==> src/rtl/smb_blkrd_pkg.sv <==
package smb_blkrd_pkg;

  typedef enum logic [2:0] {
    OP_START  = 3'd0,
    OP_RSTART = 3'd1,
    OP_SEND   = 3'd2,
    OP_RECV   = 3'd3,
    OP_STOP   = 3'd4
  } bus_op_e;

  typedef enum logic [3:0] {
    S_IDLE,
    S_START,
    S_ADDRW,
    S_CMD,
    S_RSTART,
    S_ADDRR,
    S_RECV,
    S_HOLD,
    S_STOP
  } seq_state_e;

endpackage

==> src/rtl/smb_blkrd_fsm.sv <==
module smb_blkrd_fsm
  import smb_blkrd_pkg::*;
#(
  parameter int ADDR_W = 7,
  parameter int BYTE_W = 8,
  parameter int CNT_W  = 8
) (
  input  logic              clk,
  input  logic              rst,
  input  logic              start,
  input  logic [ADDR_W-1:0] addr_in,
  input  logic [BYTE_W-1:0] cmd_in,
  input  logic [CNT_W-1:0]  count_in,
  input  logic              pec_in,
  input  logic              prim_done,
  input  logic              prim_nack,
  input  logic              word_fill,
  input  logic              dr_pending,
  output logic              prim_valid,
  output bus_op_e           prim_op,
  output logic [BYTE_W-1:0] prim_wdata,
  output logic              prim_ack,
  output logic              busy,
  output logic              start_ok,
  output logic              rx_push,
  output logic              rx_last,
  output logic              finish,
  output logic              nack_seen
);

  localparam int IDX_W = CNT_W + 2;

  seq_state_e        state_q, nxt;
  bus_op_e           nxt_op;
  logic [BYTE_W-1:0] nxt_wdata;
  logic [ADDR_W-1:0] addr_q;
  logic [BYTE_W-1:0] cmd_q;
  logic [IDX_W-1:0]  idx_q;
  logic [IDX_W-1:0]  last_q;
  logic              nacked_q;
  logic              send_refused;

  assign start_ok     = start && (state_q == S_IDLE);
  assign busy         = (state_q != S_IDLE);
  assign rx_push      = (state_q == S_RECV) && prim_done;
  assign rx_last      = (idx_q == last_q);
  assign finish       = (state_q == S_STOP) && prim_done;
  assign nack_seen    = nacked_q;
  assign prim_ack     = (idx_q != last_q);
  assign send_refused = prim_done && prim_nack;

  always_comb begin
    nxt = state_q;
    case (state_q)
      S_IDLE:   if (start) nxt = S_START;
      S_START:  if (prim_done) nxt = S_ADDRW;
      S_ADDRW:  if (prim_done) nxt = send_refused ? S_STOP : S_CMD;
      S_CMD:    if (prim_done) nxt = send_refused ? S_STOP : S_RSTART;
      S_RSTART: if (prim_done) nxt = S_ADDRR;
      S_ADDRR:  if (prim_done) nxt = send_refused ? S_STOP : S_RECV;
      S_RECV: begin
        if (prim_done) begin
          if (rx_last)        nxt = S_STOP;
          else if (word_fill) nxt = S_HOLD;
          else                nxt = S_RECV;
        end
      end
      S_HOLD:   if (!dr_pending) nxt = S_RECV;
      S_STOP:   if (prim_done) nxt = S_IDLE;
      default:  nxt = S_IDLE;
    endcase
  end

  always_comb begin
    nxt_op    = OP_STOP;
    nxt_wdata = '0;
    case (nxt)
      S_START:  nxt_op = OP_START;
      S_ADDRW: begin
        nxt_op    = OP_SEND;
        nxt_wdata = BYTE_W'({addr_q, 1'b0});
      end
      S_CMD: begin
        nxt_op    = OP_SEND;
        nxt_wdata = cmd_q;
      end
      S_RSTART: nxt_op = OP_RSTART;
      S_ADDRR: begin
        nxt_op    = OP_SEND;
        nxt_wdata = BYTE_W'({addr_q, 1'b1});
      end
      S_RECV:   nxt_op = OP_RECV;
      default:  nxt_op = OP_STOP;
    endcase
  end

  always_ff @(posedge clk) begin
    if (rst) begin
      state_q    <= S_IDLE;
      prim_valid <= 1'b0;
      prim_op    <= OP_STOP;
      prim_wdata <= '0;
    end else begin
      state_q    <= nxt;
      prim_valid <= (nxt != S_IDLE) && (nxt != S_HOLD);
      prim_op    <= nxt_op;
      prim_wdata <= nxt_wdata;
    end
  end

  always_ff @(posedge clk) begin
    if (rst) begin
      addr_q   <= '0;
      cmd_q    <= '0;
      idx_q    <= '0;
      last_q   <= '0;
      nacked_q <= 1'b0;
    end else if (start_ok) begin
      addr_q   <= addr_in;
      cmd_q    <= cmd_in;
      idx_q    <= '0;
      last_q   <= IDX_W'(count_in) + IDX_W'(pec_in);
      nacked_q <= 1'b0;
    end else begin
      if (send_refused && ((state_q == S_ADDRW) || (state_q == S_CMD) ||
                           (state_q == S_ADDRR)))
        nacked_q <= 1'b1;
      if (rx_push)
        idx_q <= idx_q + 1'b1;
    end
  end

  // a request holds still until it is completed
  assert_req_hold_R10: assert property (@(posedge clk) disable iff (rst)
    prim_valid && !prim_done |=> prim_valid && $stable(prim_op) &&
      $stable(prim_wdata) && $stable(prim_ack));

  // after a refused send only STOP may be requested
  assert_stop_after_nack_R8: assert property (@(posedge clk) disable iff (rst)
    nack_seen && prim_valid |-> prim_op == OP_STOP);

  // a started transaction opens with START
  assert_open_with_start_R1: assert property (@(posedge clk) disable iff (rst)
    start_ok |=> prim_valid && prim_op == OP_START);

endmodule

==> src/rtl/smb_rx_packer.sv <==
module smb_rx_packer #(
  parameter int BYTE_W     = 8,
  parameter int WORD_BYTES = 4
) (
  input  logic                          clk,
  input  logic                          rst,
  input  logic                          clear,
  input  logic                          push,
  input  logic [BYTE_W-1:0]             din,
  output logic [BYTE_W*WORD_BYTES-1:0]  word,
  output logic [$clog2(WORD_BYTES)-1:0] lane,
  output logic                          word_fill
);

  localparam int LANE_W = $clog2(WORD_BYTES);
  localparam int WORD_W = BYTE_W * WORD_BYTES;

  logic [LANE_W-1:0] lane_q;

  assign lane      = lane_q;
  assign word_fill = (lane_q == LANE_W'(WORD_BYTES - 1));

  always_ff @(posedge clk) begin
    if (rst || clear)
      lane_q <= '0;
    else if (push)
      lane_q <= lane_q + 1'b1;
  end

  for (genvar i = 0; i < WORD_BYTES; i++) begin : g_lane
    logic [BYTE_W-1:0] b_q;
    always_ff @(posedge clk) begin
      if (rst || clear)
        b_q <= '0;
      else if (push) begin
        if (lane_q == LANE_W'(i))
          b_q <= din;
        else if (lane_q == '0)
          b_q <= '0;
      end
    end
    assign word[i*BYTE_W +: BYTE_W] = b_q;
  end

  // the first byte of a word lands low and the rest of the word is zero
  assert_first_lane_R4: assert property (@(posedge clk) disable iff (rst)
    push && !clear && lane_q == '0 |=>
      (word[BYTE_W-1:0] == $past(din)) && (word[WORD_W-1:BYTE_W] == '0));

endmodule

==> src/rtl/smb_irq_ctrl.sv <==
module smb_irq_ctrl #(
  parameter int LANE_W = 2
) (
  input  logic              clk,
  input  logic              rst,
  input  logic              start_ok,
  input  logic              push,
  input  logic              push_last,
  input  logic              word_fill,
  input  logic              finish,
  input  logic              nack_in,
  input  logic              dr_clear,
  input  logic [LANE_W-1:0] lane,
  output logic              data_ready,
  output logic              eom,
  output logic [LANE_W-1:0] rx_count,
  output logic              err
);

  logic final_full_q;

  always_ff @(posedge clk) begin
    if (rst || start_ok)
      final_full_q <= 1'b0;
    else if (push && push_last)
      final_full_q <= word_fill;
  end

  always_ff @(posedge clk) begin
    if (rst || start_ok)
      data_ready <= 1'b0;
    else if (push && word_fill && !push_last)
      data_ready <= 1'b1;
    else if (finish && final_full_q)
      data_ready <= 1'b1;
    else if (dr_clear)
      data_ready <= 1'b0;
  end

  always_ff @(posedge clk) begin
    if (rst || start_ok) begin
      eom      <= 1'b0;
      err      <= 1'b0;
      rx_count <= '0;
    end else if (finish) begin
      eom      <= 1'b1;
      err      <= nack_in;
      rx_count <= nack_in ? '0 : lane;
    end
  end

  // an error is always reported together with end of message
  assert_err_with_eom_R8: assert property (@(posedge clk) disable iff (rst)
    err |-> eom);

  // end of message appears only when a stop completes
  assert_eom_on_finish_R6: assert property (@(posedge clk) disable iff (rst)
    $rose(eom) |-> $past(finish));

endmodule

==> src/rtl/smb_blkrd_master.sv <==
module smb_blkrd_master
  import smb_blkrd_pkg::*;
#(
  parameter int ADDR_W     = 7,
  parameter int BYTE_W     = 8,
  parameter int CNT_W      = 8,
  parameter int WORD_BYTES = 4
) (
  input  logic                          clk,
  input  logic                          rst,
  input  logic                          start,
  input  logic [ADDR_W-1:0]             slave_addr,
  input  logic [BYTE_W-1:0]             tx_cmd,
  input  logic [CNT_W-1:0]              byte_count,
  input  logic                          pec_en,
  input  logic                          dr_clear,
  output logic                          prim_valid,
  output logic [2:0]                    prim_op,
  output logic [BYTE_W-1:0]             prim_wdata,
  output logic                          prim_ack,
  input  logic                          prim_done,
  input  logic                          prim_nack,
  input  logic [BYTE_W-1:0]             prim_rdata,
  output logic [BYTE_W*WORD_BYTES-1:0]  rx_word,
  output logic [$clog2(WORD_BYTES)-1:0] rx_count,
  output logic                          data_ready,
  output logic                          eom,
  output logic                          err,
  output logic                          busy
);

  localparam int LANE_W = $clog2(WORD_BYTES);

  bus_op_e           op_w;
  logic              start_ok, rx_push, rx_last, finish, nack_seen, word_fill;
  logic [LANE_W-1:0] lane;

  assign prim_op = op_w;

  smb_blkrd_fsm #(
    .ADDR_W(ADDR_W), .BYTE_W(BYTE_W), .CNT_W(CNT_W)
  ) u_fsm (
    .clk(clk), .rst(rst), .start(start),
    .addr_in(slave_addr), .cmd_in(tx_cmd), .count_in(byte_count),
    .pec_in(pec_en), .prim_done(prim_done), .prim_nack(prim_nack),
    .word_fill(word_fill), .dr_pending(data_ready),
    .prim_valid(prim_valid), .prim_op(op_w), .prim_wdata(prim_wdata),
    .prim_ack(prim_ack), .busy(busy), .start_ok(start_ok),
    .rx_push(rx_push), .rx_last(rx_last), .finish(finish),
    .nack_seen(nack_seen)
  );

  smb_rx_packer #(
    .BYTE_W(BYTE_W), .WORD_BYTES(WORD_BYTES)
  ) u_pack (
    .clk(clk), .rst(rst), .clear(start_ok), .push(rx_push),
    .din(prim_rdata), .word(rx_word), .lane(lane), .word_fill(word_fill)
  );

  smb_irq_ctrl #(
    .LANE_W(LANE_W)
  ) u_irq (
    .clk(clk), .rst(rst), .start_ok(start_ok), .push(rx_push),
    .push_last(rx_last), .word_fill(word_fill), .finish(finish),
    .nack_in(nack_seen), .dr_clear(dr_clear), .lane(lane),
    .data_ready(data_ready), .eom(eom), .rx_count(rx_count), .err(err)
  );

  // no byte is requested while a full word waits for firmware
  assert_hold_on_ready_R5: assert property (@(posedge clk) disable iff (rst)
    prim_valid && prim_op == OP_RECV |-> !data_ready);

  // end of message is only shown once the bus is released
  assert_eom_idle_R6: assert property (@(posedge clk) disable iff (rst)
    eom |-> !busy);

  // a start while busy leaves the bus request running
  assert_busy_start_R9: assert property (@(posedge clk) disable iff (rst)
    busy && start && !prim_done |=> busy && $stable(prim_op));

endmodule

==> config.mk <==
export PLATFORM = sky130hd
export DESIGN_NAME = smb_blkrd_master
export DESIGN_NICKNAME = d
export VERILOG_FILES = /design/src/rtl/smb_blkrd_pkg.sv /design/src/rtl/smb_blkrd_fsm.sv /design/src/rtl/smb_rx_packer.sv /design/src/rtl/smb_irq_ctrl.sv /design/src/rtl/smb_blkrd_master.sv
export SDC_FILE = /design/constraint.sdc
export NUM_CORES = 1
export LEC_CHECK = 0
export BUFFER_PORTS_ARGS = -buffer_cell sky130_fd_sc_hd__buf_2
export CAP_MARGIN = 20
export CORE_AREA = 2 2 86 88
export CTS_BUF_LIST = sky130_fd_sc_hd__clkbuf_16
export CTS_CLUSTER_DIAMETER = 100
export DETAILED_ROUTE_END_ITERATION = 6
export DIE_AREA = 0 0 88 90
export PLACE_DENSITY = 0.89
export SLEW_MARGIN = 25
export SYNTH_ARGS = -nofsm -noshare
export SYNTH_HDL_FRONTEND = slang
export SYNTH_HIERARCHICAL = 1
export SYNTH_SLANG_ARGS = --single-unit
export TNS_END_PERCENT = 10
==> constraint.sdc <==
create_clock -name clk -period 5.3 [get_ports clk]
set_input_delay 1.06 -clock clk [delete_from_list [all_inputs] [get_ports clk]]
set_output_delay 1.06 -clock clk [all_outputs]
set_load 0.005 [all_outputs]
==> metrics.sh, run 1 <==
FINISH.NET_COUNT=547
STATIC-LEAKAGE-POWER_uW=0.00193
ROWS=31
SYNTH_SEQ_AREA_SHARE_PCT=46.0
CTS-ROOT-TO-SINK-BUFFERS=2
TNS_NS=0
FINALCRITPERIODSHARE_PCT=70.2
SLEW_HEADROOM_PCT=32.4
WORST-ENDPOINT-REQUIRED_NS=5.57
DETAIL_ROUTE.VIAS_PER_CELL=5.65
NUM_IO_PINS=89
FINAL_CELL_MIX='dfxtp_1, buf_2, nand2_1'
DIE-WIDTH_UM=88
POSTSYNTHREGISTERBITS=91
MAX_CAP_VIOLATIONS=0
MAX_FREQ_MHz=269
ANTENNA_CELLS=0
SYNTH-EDFF-COUNT=0
TRITONCTS='done'
POST_CTS_HOLD_BUFFER_COUNT=0
HOLD_VIOL=0
POST-LAYOUT-TOTAL-POWER_uW=1480
GLOBAL_PLACER_S_FINAL_WEIGHTED_CONGESTION=0.873
HPWL_MM=6.30
DR.FIRST_ITER.DRC_COUNT=205
SYNTH_TOP_FLOP_CELL='dfxtp_1'
FINISH.CELL_COUNT_WITHOUT_FILLERS=606
CTS_ROOT_BUFFER='clkbuf_16'
FINAL_COMMON_CELL='dfxtp_1'
PROPORTION_OF_LAYOUT_CELLS_WITH_A_DRIVE_SUFFIX_ABOVE_1_PCT=24.3
GRT_PASS1_WL_MM=15.2
CLK-INSERTION-DELAY-LATE_NS=0.34
TOTAL_VIAS_IN_THE_FINAL_ROUTE=3422
SKEW_NS=0.00892
FINAL_PERIOD_MINUS_WORST_SETUP_SLACK_NS=3.72
CRITPATHKIND='reg2reg'
SYNTH_CELL_TYPES=60
POST_CTS_RESIZE_COUNT=0
SYN_TO_FINAL_GROWTH_PCT=17.8
WORST_SETUP_PATH_START_KIND='flop'
POWER.IR.VDD_WORST_mV=0.184
FLOORPLAN.DIE.HEIGHT_UM=90
SYN-CELL-AREA_UM2=3960
FINAL_NUMBER_OF_MAX_TRANSITION_VIOLATIONS=0
POST_SYNTH_INST_COUNT=429
MIN_PATH_TYPE='reg2reg'
OUTCOME='finished clean'
WORST_SLEW_PIN_SLEW_NS=1.01
PORTBUFFERS=88
SYN_NETS=474
TIMING.FINAL.SETUP_VIOLATIONS=0
YOSYSWARNINGCOUNT=6
N_FILL_CELL=537
WL_PER_CELL_UM=15.2
POSTCTSSETUPBUFFERS=0
ASYNCSETRESETFLOPFRACSYNTH_PCT=0
GLOBAL_ROUTE.OVERFLOW_TOTAL=0
GRT_UTIL_ALL_LAYERS_PCT=24.1
WORST_SETUP_PATH_END_KIND='flop'
ANTENNA_FOUND_INITIAL=0
TIMING.CRITICAL_PATH.FANOUT_MAX=33
DETAIL_ROUTE.FIRST_PASS.ITERATIONS=5
SYNTH.AVG_CELL_AREA_UM2=9.22
DETAIL_ROUTE.WIRELENGTH_MM=9.21
NUMPLACEDINSTANCES=590
DRC_ERRORS=0
NUMBER_OF_LEVELS_IN_THE_CLOCK_H_TREE=3
RSZ0062_AT_GRT='false'
FLOORPLAN.INITIALDENSITY_PCT=56.4
CLOCK_NET_SINK_COUNT=91
POWER_DENSITY_nW_PER_UM2=318
GRT_START_MAX_NET_PINS=38
ANT_NETS=0
CRIT_ARRIVAL_NS=3.99
FIRST_GLOBAL_VIAS=3277
CORE_REGION_AREA_UM2=7020
CTS_INSERTED_BUFFERS=9
CLK_PIN_SLEW_NS=0.07
DIE_AREA_UM2=7920
## Yosys cell counts (all sizes together), types with 3 or more instances
cell | instances | area (um2)
nand3 | 25 | 125
or2 | 3 | 18.8
dfxtp | 91 | 1820
and2 | 3 | 18.8
clkbuf | 5 | 18.8
a211oi | 6 | 45.0
or3 | 4 | 25.0
nand3b | 4 | 30.0
inv | 10 | 37.5
a21oi | 44 | 228
nand2b | 8 | 50.1
a31oi | 3 | 25.0
nand4 | 7 | 58.8
xnor2 | 7 | 61.3
and3 | 6 | 37.5
a32o | 16 | 160
xor2 | 16 | 148
o21ai | 9 | 60.1
nor2 | 29 | 116
a22o | 7 | 61.3
nand2 | 64 | 240
buf | 21 | 134
nor2b | 4 | 25.0
nor3 | 3 | 15.0
ha | 7 | 87.6
## where the power goes
group	total, uW	internal (uW)	switching [uW]
sequential	718	703	15.0
combinational	142	54.4	87.3
clock	621	330	291
total	1480	1090	393
## final timing paths
kind                              to  cells past startpoint  slack [ns]                    start
max reg2reg  u_pack/g_lane[2].b_q[1]                      6        1.58         u_fsm/state_q[1]
min          u_pack/g_lane[3].b_q[5]                      2        0.46  u_pack/g_lane[3].b_q[5]
max          u_pack/g_lane[2].b_q[1]                      6        1.58         u_fsm/state_q[1]
min reg2reg  u_pack/g_lane[3].b_q[5]                      2        0.46  u_pack/g_lane[3].b_q[5]
## critical path, stage by stage, from the launching register on
cell and delay [ns]:
dfxtp_1 0.60, nor2_1 0.20, nand3_1 0.62, clkinv_1 0.97
nor2_4 0.64, and3_1 0.39, a32o_1 0.20
## flip-flops by register name (all words and copies together) (netlist names), 2 cells and up
signal             count
u_fsm/idx_q           10
u_fsm/cmd_q            8
u_fsm/prim_wdata       8
u_pack/lane            2
u_irq/rx_count         2
u_fsm/last_q           9
u_fsm/addr_q           7
u_fsm/state_q          4
u_fsm/prim_op          3
u_pack/g_lane.b_q     32
## logic make-up (layout without fill, tap and decap cells)
logic type / Yosys count / in the layout / synth area share (%)
DFF: 91 / 91 / 46.0
and+or+nand+nor: 170 / 170 / 22.2
muxes: 3 / 3 / 0.791
adders and majority gates: 7 / 7 / 2.21
buffers and inverters: 36 / 114 / 4.81
xor gates and xnor gates: 23 / 23 / 5.28
AOI/OAI and AO/OA: 99 / 99 / 18.7
## metal layers
layer	track usage [%]	vias to the layer above	wire length, um	part of all wire, %
met5	0	-	0	0
met4	8.08	0	159	1.7
met3	6.15	16	468	5.1
met2	40.8	102	4730	51
met1	29.5	1653	3860	42
li1	-	1651	-	-
## per-stage QoR
stage / instance area, um2 / setup slack (ns) / hold slack [ns] / utilization [%]
6_report: 4660 / 1.58 / 0.458 / 66.4
5_1_grt: 4660 / 1.21 / 0.475 / 66.4
4_1_cts: 4660 / 1.91 / 0.458 / 66.4
3_5_place_dp: 4370 / 1.69 / 0.447 / 62.2
3_3_place_gp: 4370 / 1.81 / 0.439 / 62.2
2_1_floorplan: 3960 / 2.90 / 0.436 / -
## layout make-up
cell class / count / area (um2) / share of cell area [%]
multi-input cells: 302 / 1940 / 41.7
well taps: 99 / 124 / 2.66
clock inverters: 7 / 68.8 / 1.48
repair buffers: 88 / 440 / 9.45
clock buffers: 9 / 225 / 4.83
flip-flops and latches: 91 / 1820 / 39.1
inverters: 10 / 37.5 / 0.805
Note: power is estimated with default switching activity, not from simulation.
==> run 2, diff against run 1 <==
--- a/config.mk
+++ b/config.mk
@@ -5,14 +5,15 @@
 export SDC_FILE = /design/constraint.sdc
 export NUM_CORES = 1
 export LEC_CHECK = 0
+export ABC_AREA = 1
 export BUFFER_PORTS_ARGS = -buffer_cell sky130_fd_sc_hd__buf_2
 export CAP_MARGIN = 20
-export CORE_AREA = 2 2 86 88
+export CORE_AREA = 2 2 94 96
 export CTS_BUF_LIST = sky130_fd_sc_hd__clkbuf_16
 export CTS_CLUSTER_DIAMETER = 100
 export DETAILED_ROUTE_END_ITERATION = 6
-export DIE_AREA = 0 0 88 90
-export PLACE_DENSITY = 0.89
+export DIE_AREA = 0 0 96 98
+export PLACE_DENSITY = 0.81
 export SLEW_MARGIN = 25
 export SYNTH_ARGS = -nofsm -noshare
 export SYNTH_HDL_FRONTEND = slang
==> constraint.sdc (replaced) <==
create_clock -name clk -period 3.35 [get_ports clk]
set_input_delay 0.67 -clock clk [delete_from_list [all_inputs] [get_ports clk]]
set_output_delay 0.67 -clock clk [all_outputs]
set_load 0.005 [all_outputs]
==> run 2 against run 1 <==
Net effect:
- wire length decreased by 0.31%
- sequential power increased by 57%
- critical endpoint is now u_pack/g_lane[3].b_q[7]
- worst hold slack got worse by 0.010 ns
- highest routed layer unchanged
- sequential share of layout area decreased by 1.4 points
- worst setup slack got worse by 0.58 ns
- power increased by 59%
- largest power group unchanged
- die area increased by 19%
- core utilization decreased by 9.3 points
==> metrics.sh, run 2 <==
OUTCOME='finished clean'
POWER_DENSITY_nW_PER_UM2=487
HOLD_VIOL=0
POWER_FRAC_COMB_PCT=10.0
YOSYSWARNINGCOUNT=6
GRT_START_MAX_NET_PINS=40
NUMPLACEDINSTANCES=748
POST_CTS_RESIZE_COUNT=0
STATIC-LEAKAGE-POWER_uW=0.00236
SKEW_NS=0.00762
DR.FIRST_ITER.DRC_COUNT=192
LARGEST_REGISTER_FF_COUNT=32
SYNTH-EDFF-COUNT=0
DETAIL_ROUTE.WIRELENGTH_MM=9.18
CLOCK_NET_SINK_COUNT=91
SYNTH_TOP_FLOP_CELL='dfxtp_1'
CTS-ROOT-TO-SINK-BUFFERS=2
MIN_PATH_TYPE='reg2reg'
WORST_SETUP_PATH_END_KIND='flop'
SYNTH.AVG_CELL_AREA_UM2=7.14
POWER.IR.VDD_WORST_mV=0.262
WORST_SLEW_PIN_SLEW_NS=0.793
POWER.SHARE.SEQUENTIAL_PCT=48.2
WORST-ENDPOINT-REQUIRED_NS=3.63
SYN_TO_FINAL_GROWTH_PCT=19.5
SYNTH_AREA_LEADER_CELL='dfxtp_1'
LAYOUT_TOP_REGISTERS='u_pack/g_lane.b_q: 32 flops, u_fsm/idx_q: 10 flops, u_fsm/last_q: 9 flops'
COMMONEST_CELLS_POST_SYNTH='nand2_1, dfxtp_1, nor2_1, inv_1, nand3_1'
POWER.NET_SWITCHING_uW=584
POST_SYNTH_INST_COUNT=566
BIGGEST_REGISTER='u_pack/g_lane.b_q'
NETSWITCHINGFRACTION_PCT=24.8
HPWL_MM=6.74
CLK-INSERTION-DELAY-LATE_NS=0.33
CRIT_ARRIVAL_NS=2.63
ANTENNA_CELLS=0
CORE_REGION_AREA_UM2=8470
SYNTH_SEQ_AREA_SHARE_PCT=45.1
NETLIST_TOP_CELLS_AREA='dfxtp_1, nand2_1, nand3_1'
NUM_IO_PINS=89
ANT_NETS=0
CTS_INSERTED_BUFFERS=9
NUMBER_OF_LEVELS_IN_THE_CLOCK_H_TREE=3
FLOORPLAN.INITIALDENSITY_PCT=47.8
ROWS=34
TRITONCTS='done'
TIMING.CRITICAL_PATH.FANOUT_MAX=39
DRC_ERRORS=0
FINAL_NUMBER_OF_MAX_TRANSITION_VIOLATIONS=0
PWR-SHARE-CLK_PCT=41.8
SLEW_HEADROOM_PCT=47.1
GRT_UTIL_ALL_LAYERS_PCT=20.2
CTS_ROOT_BUFFER='clkbuf_16'
NETLIST.AREA_LEADER.SHARE_PCT=45.1
FIRST_GLOBAL_VIAS=3472
MAX_FREQ_MHz=426
TOTAL_VIAS_IN_THE_FINAL_ROUTE=3814
FLOORPLAN.DIE.HEIGHT_UM=98
POSTSYNTHREGISTERBITS=91
CLK_PIN_SLEW_NS=0.07
DETAIL_ROUTE.VIAS_PER_CELL=4.99
DPL_CELL_AREA_UM2=4540
GLOBAL_ROUTE.OVERFLOW_TOTAL=0
ANTENNA_FOUND_INITIAL=0
HOLD_WS_NS=0.447
SYN_NETS=611
P_INT_uW=1770
POST-ROUTE-CELL-AREA_UM2=4830
TNS_NS=0
FINAL_PERIOD_MINUS_WORST_SETUP_SLACK_NS=2.35
DETAIL_ROUTE.FIRST_PASS.ITERATIONS=5
PORTBUFFERS=88
MAX_CAP_VIOLATIONS=0
FINAL_COMMON_CELL='nand2_1'
DIE-WIDTH_UM=96
FINALCRITPERIODSHARE_PCT=70.1
SYNTH_CELL_TYPES=36
SYN-CELL-AREA_UM2=4040
WORST_SETUP_PATH_START_KIND='flop'
SYNTH_MOST_COMMON_CELL='nand2_1'
FINISH.CELL_COUNT_WITHOUT_FILLERS=764
ASYNCSETRESETFLOPFRACSYNTH_PCT=0
WL_PER_CELL_UM=12.0
TIMING.FINAL.SETUP_VIOLATIONS=0
RSZ0062_AT_GRT='false'
POST_CTS_HOLD_BUFFER_COUNT=0
FINAL_CELL_MIX='nand2_1, dfxtp_1, buf_2'
POSTCTSSETUPBUFFERS=0
CRITPATHKIND='reg2reg'
PROPORTION_OF_LAYOUT_CELLS_WITH_A_DRIVE_SUFFIX_ABOVE_1_PCT=20.7
FINISH.NET_COUNT=696
GRT_PASS1_WL_MM=15.3
DIE_AREA_UM2=9410
GLOBAL_PLACER_S_FINAL_WEIGHTED_CONGESTION=0.919
## run 2: changes by cell type in the layout (fill, tap and decap cells not counted), moves of 8 or more
cell and change:
o21ai_1 +23, inv_1 +48, inv_2 +9, nand2b_1 -8
a21oi_1 -21, a32o_1 -16, nand2_1 +105, nand3_1 +27
nor2_1 +31, xor2_1 -10
## run 2: final cells by class
type | count | area, um2
Sequential cell | 91 | 1820
Tap cell | 108 | 135
Clock inverter | 7 | 68.8
Timing Repair Buffer | 90 | 455
Clock buffer | 9 | 225
Inverter | 69 | 264
Fill cell | 773 | 3630
Multi-Input combinational cell | 390 | 1860
## run 2: worst paths after layout
path / startpoint / slack, ns / depth (start not counted) / endpoint
worst max-delay path: u_fsm/state_q[1] / 1.00 / 8 / u_pack/g_lane[3].b_q[7]
worst min-delay path: u_pack/g_lane[3].b_q[6] / 0.45 / 2 / u_pack/g_lane[3].b_q[6]
worst max register to register: u_fsm/state_q[1] / 1.00 / 8 / u_pack/g_lane[3].b_q[7]
worst min register to register: u_pack/g_lane[3].b_q[6] / 0.45 / 2 / u_pack/g_lane[3].b_q[6]
## run 2: layer usage
layer	track usage (%)	vias to the layer above	wire [um]
met5	0	-	0
met4	8.35	0	166
met3	4.71	16	692
met2	33.4	154	4350
met1	24.9	1692	3980
li1	-	1952	-
## run 2: logic make-up (layout without fill, tap and decap cells)
| group | Yosys count | in the layout | share of synthesized area, % |
|---|---|---|---|
| xor gates and xnor gates | 8 | 8 | 1.73 |
| DFF | 91 | 91 | 45.1 |
| AOI/OAI and AO/OA | 63 | 63 | 8.54 |
| buffers and inverters | 85 | 175 | 8.91 |
| and+or+nand+nor | 312 | 312 | 33.6 |
| adders and majority gates | 7 | 7 | 2.17 |
## run 2: worst max-delay path: stages (launching register included)
cell     delay, ns
dfxtp_1       0.51
nor2_1        0.13
nand3_1       0.13
inv_1         0.36
nor2_4        0.74
nand2_2       0.17
inv_4         0.12
nand2_1       0.05
nand2_1       0.06
## run 2: power groups by stage
stage	clock network, uW	logic, uW	registers [uW]
after global placement	0	230	1160
after floorplan	0	168	1150
final	984	236	1130
after detailed placement	0	235	1160
after CTS	1000	236	1130
after global routing	1050	267	1140
## run 2: through the flow
stage | total power (uW) | utilization [%] | setup WS [ns]
after floorplan | 1320 | - | 1.38
after global placement | 1390 | 53.6 | 0.977
after detailed placement | 1390 | 53.6 | 0.892
after global routing | 2450 | 57.1 | 0.768
final | 2350 | 57.1 | 1.00
after CTS | 2370 | 57.1 | 1.03
==> run 3, diff against run 2 <==
==> constraint.sdc (replaced) <==
create_clock -name clk -period 2 [get_ports clk]
set_input_delay 0.4 -clock clk [delete_from_list [all_inputs] [get_ports clk]]
set_output_delay 0.4 -clock clk [all_outputs]
set_load 0.005 [all_outputs]
==> run 3 against run 2 <==
Net effect:
- clock skew is 0.00089 ns lower
- first-iteration DRC count is 35% lower
- cell count is 1.3% higher
- die area stayed put
==> metrics.sh, run 3 (synthesis results as in run 2) <==
GRT_START_MAX_NET_PINS=39
SYN_TO_FINAL_GROWTH_PCT=23.3
TIMING.CRITICAL_PATH.BUF_INV=2
POST_CTS_HOLD_BUFFER_COUNT=0
PORTBUFFERS=88
STATIC-LEAKAGE-POWER_uW=0.00245
POST-LAYOUT-TOTAL-POWER_uW=4130
CORE_REGION_AREA_UM2=8470
CTS-ROOT-TO-SINK-BUFFERS=2
CLOCK_NET_SINK_COUNT=91
N_FILL_CELL=810
GRT_PASS1_WL_MM=15.5
TRITONCTS='done'
MAX_CAP_VIOLATIONS=0
WORSTREG2REGSTART='u_fsm/state_q[3]'
FINAL_PERIOD_MINUS_WORST_SETUP_SLACK_NS=1.88
CRIT_ARRIVAL_NS=2.13
HOLD_WS_NS=0.285
DR.FIRST_ITER.DRC_COUNT=125
CLK_PIN_SLEW_NS=0.06
LARGEST_DELAY_CONTRIBUTOR_FAMILY_ON_THE_CRITICAL_PATH='simple AND/OR/NAND/NOR gates'
CP_CELL_SEQUENCE='nor2_1 > nand2_1 > nor2_1 > inv_1 > nand2_1 > a21oi_1 > nand3_4 > nor2_4 > inv_2 > nor2_8 > nand2_1 > a21oi_1'
DETAIL_ROUTE.VIAS_PER_CELL=4.95
TIMING.FINAL.SETUP_VIOLATIONS=0
FLOORPLAN.DIE.HEIGHT_UM=98
DIE_AREA_UM2=9410
LARGEST_REGISTER_FF_COUNT=32
ANT_NETS=0
FINISH.NET_COUNT=706
FIRST_GLOBAL_VIAS=3513
NUMPLACEDINSTANCES=758
HPWL_MM=7.14
NUM_IO_PINS=89
CLK-INSERTION-DELAY-LATE_NS=0.34
NUMBER_OF_LEVELS_IN_THE_CLOCK_H_TREE=3
LAYOUT_TOP_REGISTERS='u_pack/g_lane.b_q: 32 flops, u_fsm/idx_q: 10 flops, u_fsm/last_q: 9 flops'
WL_PER_CELL_UM=12.2
TIMING.CRITICAL_PATH.FANOUT_MAX=9
RSZ0062_AT_GRT='true'
CTS_ROOT_BUFFER='clkbuf_16'
TOTAL_VIAS_IN_THE_FINAL_ROUTE=3833
WORST-ENDPOINT-REQUIRED_NS=2.25
GLOBAL_ROUTE.OVERFLOW_TOTAL=0
CPMOSTUSEDCELL='nand2_1'
HOLD_VIOL=0
TIMING.HOLD.WORST_PATH_DEPTH=3
FINISH.CELL_COUNT_WITHOUT_FILLERS=774
DIE-WIDTH_UM=96
GRT_UTIL_ALL_LAYERS_PCT=20.7
FINAL_NUMBER_OF_MAX_TRANSITION_VIOLATIONS=0
HOLDCRITSTARTPOINT='slave_addr[6]'
WORST_SLEW_PIN_SLEW_NS=0.419
MIN_TO='u_fsm/addr_q[6]'
ANTENNA_CELLS=0
PROPORTION_OF_LAYOUT_CELLS_WITH_A_DRIVE_SUFFIX_ABOVE_1_PCT=24.0
CRITPATHKIND='reg2reg'
CRITICAL-PATH-SLOWEST-CELL='dfxtp_2'
CRIT_PATH_MAX_INCR_DELAY_NS=0.39
WORST_R2R_PATH_DEPTH=12
FINAL_COMMON_CELL='nand2_1'
POWER.IR.VDD_WORST_mV=0.486
DRC_ERRORS=0
DETAIL_ROUTE.WIRELENGTH_MM=9.46
WORST_SETUP_PATH_END_KIND='flop'
ROWS=34
MIN_PATH_TYPE='in2reg'
SLEW_HEADROOM_PCT=72.0
DETAIL_ROUTE.FIRST_PASS.ITERATIONS=5
SKEW_NS=0.00673
ANTENNA_FOUND_INITIAL=0
CTS_INSERTED_BUFFERS=9
FLOORPLAN.INITIALDENSITY_PCT=47.8
FINALCRITPERIODSHARE_PCT=93.9
OUTCOME='finished clean'
GLOBAL_PLACER_S_FINAL_WEIGHTED_CONGESTION=0.903
TIMING.RR.END='u_fsm/prim_wdata[0]'
TIMING.REG2REG.SETUP_SLACK_NS=0.12
FINAL_CELL_MIX='nand2_1, buf_2, dfxtp_1'
MAX_FREQ_MHz=533
BIGGEST_REGISTER='u_pack/g_lane.b_q'
WORST_SETUP_PATH_START_KIND='flop'
POWER_DENSITY_nW_PER_UM2=828
-- run 3: cell type report --
| cell class | instances | area, um2 | share of cell area (%) |
|---|---|---|---|
| Multi-Input combinational cell | 390 | 1890 | 38.0 |
| Inverter | 69 | 264 | 5.30 |
| Clock buffer | 9 | 225 | 4.52 |
| Sequential cell | 91 | 1830 | 36.7 |
| Clock inverter | 7 | 92.6 | 1.86 |
| Tap cell | 108 | 135 | 2.71 |
| Timing Repair Buffer | 100 | 543 | 10.9 |
-- run 3: per-layer routing --
layer | vias up | routed length, um | track usage [%]
met4 | 0 | 243 | 9.12
met3 | 21 | 593 | 4.48
met5 | - | 0 | 0
li1 | 1985 | - | -
met1 | 1697 | 4090 | 25.2
met2 | 130 | 4540 | 34.7
-- run 3: worst register-to-register path, stage by stage, from the launching register on --
cell and delay (ns):
dfxtp_2 0.39, nor2_1 0.08, nand2_1 0.09, nor2_1 0.06
inv_1 0.07, nand2_1 0.05, a21oi_1 0.31, nand3_4 0.14
nor2_4 0.16, inv_2 0.08, nor2_8 0.14, nand2_1 0.07
a21oi_1 0.16
-- run 3: worst max path at each step --
stage | depth (start not counted) | slack (ns) | end | startpoint
3_3_place_gp | 12 | 0.02 | u_fsm/prim_wdata[0] | prim_done
4_1_cts | 14 | 0.05 | u_fsm/prim_wdata[0] | u_fsm/idx_q[4]
3_5_place_dp | 10 | 0.03 | u_fsm/prim_wdata[0] | prim_done
2_1_floorplan | 12 | 0.27 | u_fsm/idx_q[8] | u_fsm/state_q[1]
5_1_grt | 14 | -0.02 | u_fsm/prim_op[2] | u_fsm/idx_q[4]
6_report | 12 | 0.12 | u_fsm/prim_wdata[0] | u_fsm/state_q[3]
-- run 3: stage by stage --
step           util, %  cell area (um2)  setup slack, ns  TNS, ns
6_report          58.9             4980            0.122        0
3_3_place_gp      54.6             4620           0.0162        0
4_1_cts           58.4             4940           0.0510        0
5_1_grt           58.9             4980          -0.0170  -0.0373
2_1_floorplan        -             4040            0.269        0
3_5_place_dp      54.6             4620           0.0306        0
-- run 3: timing repair --
action	4_1_cts	5_1_grt
buffers inserted	0	0
setup endpoints to repair	0	12
resized for setup	0	16
hold endpoints to repair	0	0
-- run 3: report_power, final --
group,switching [uW],total (uW),internal [uW]
logic,270,430,160
registers,32.9,1900,1870
clock network,700,1790,1090
total,1000,4130,3120
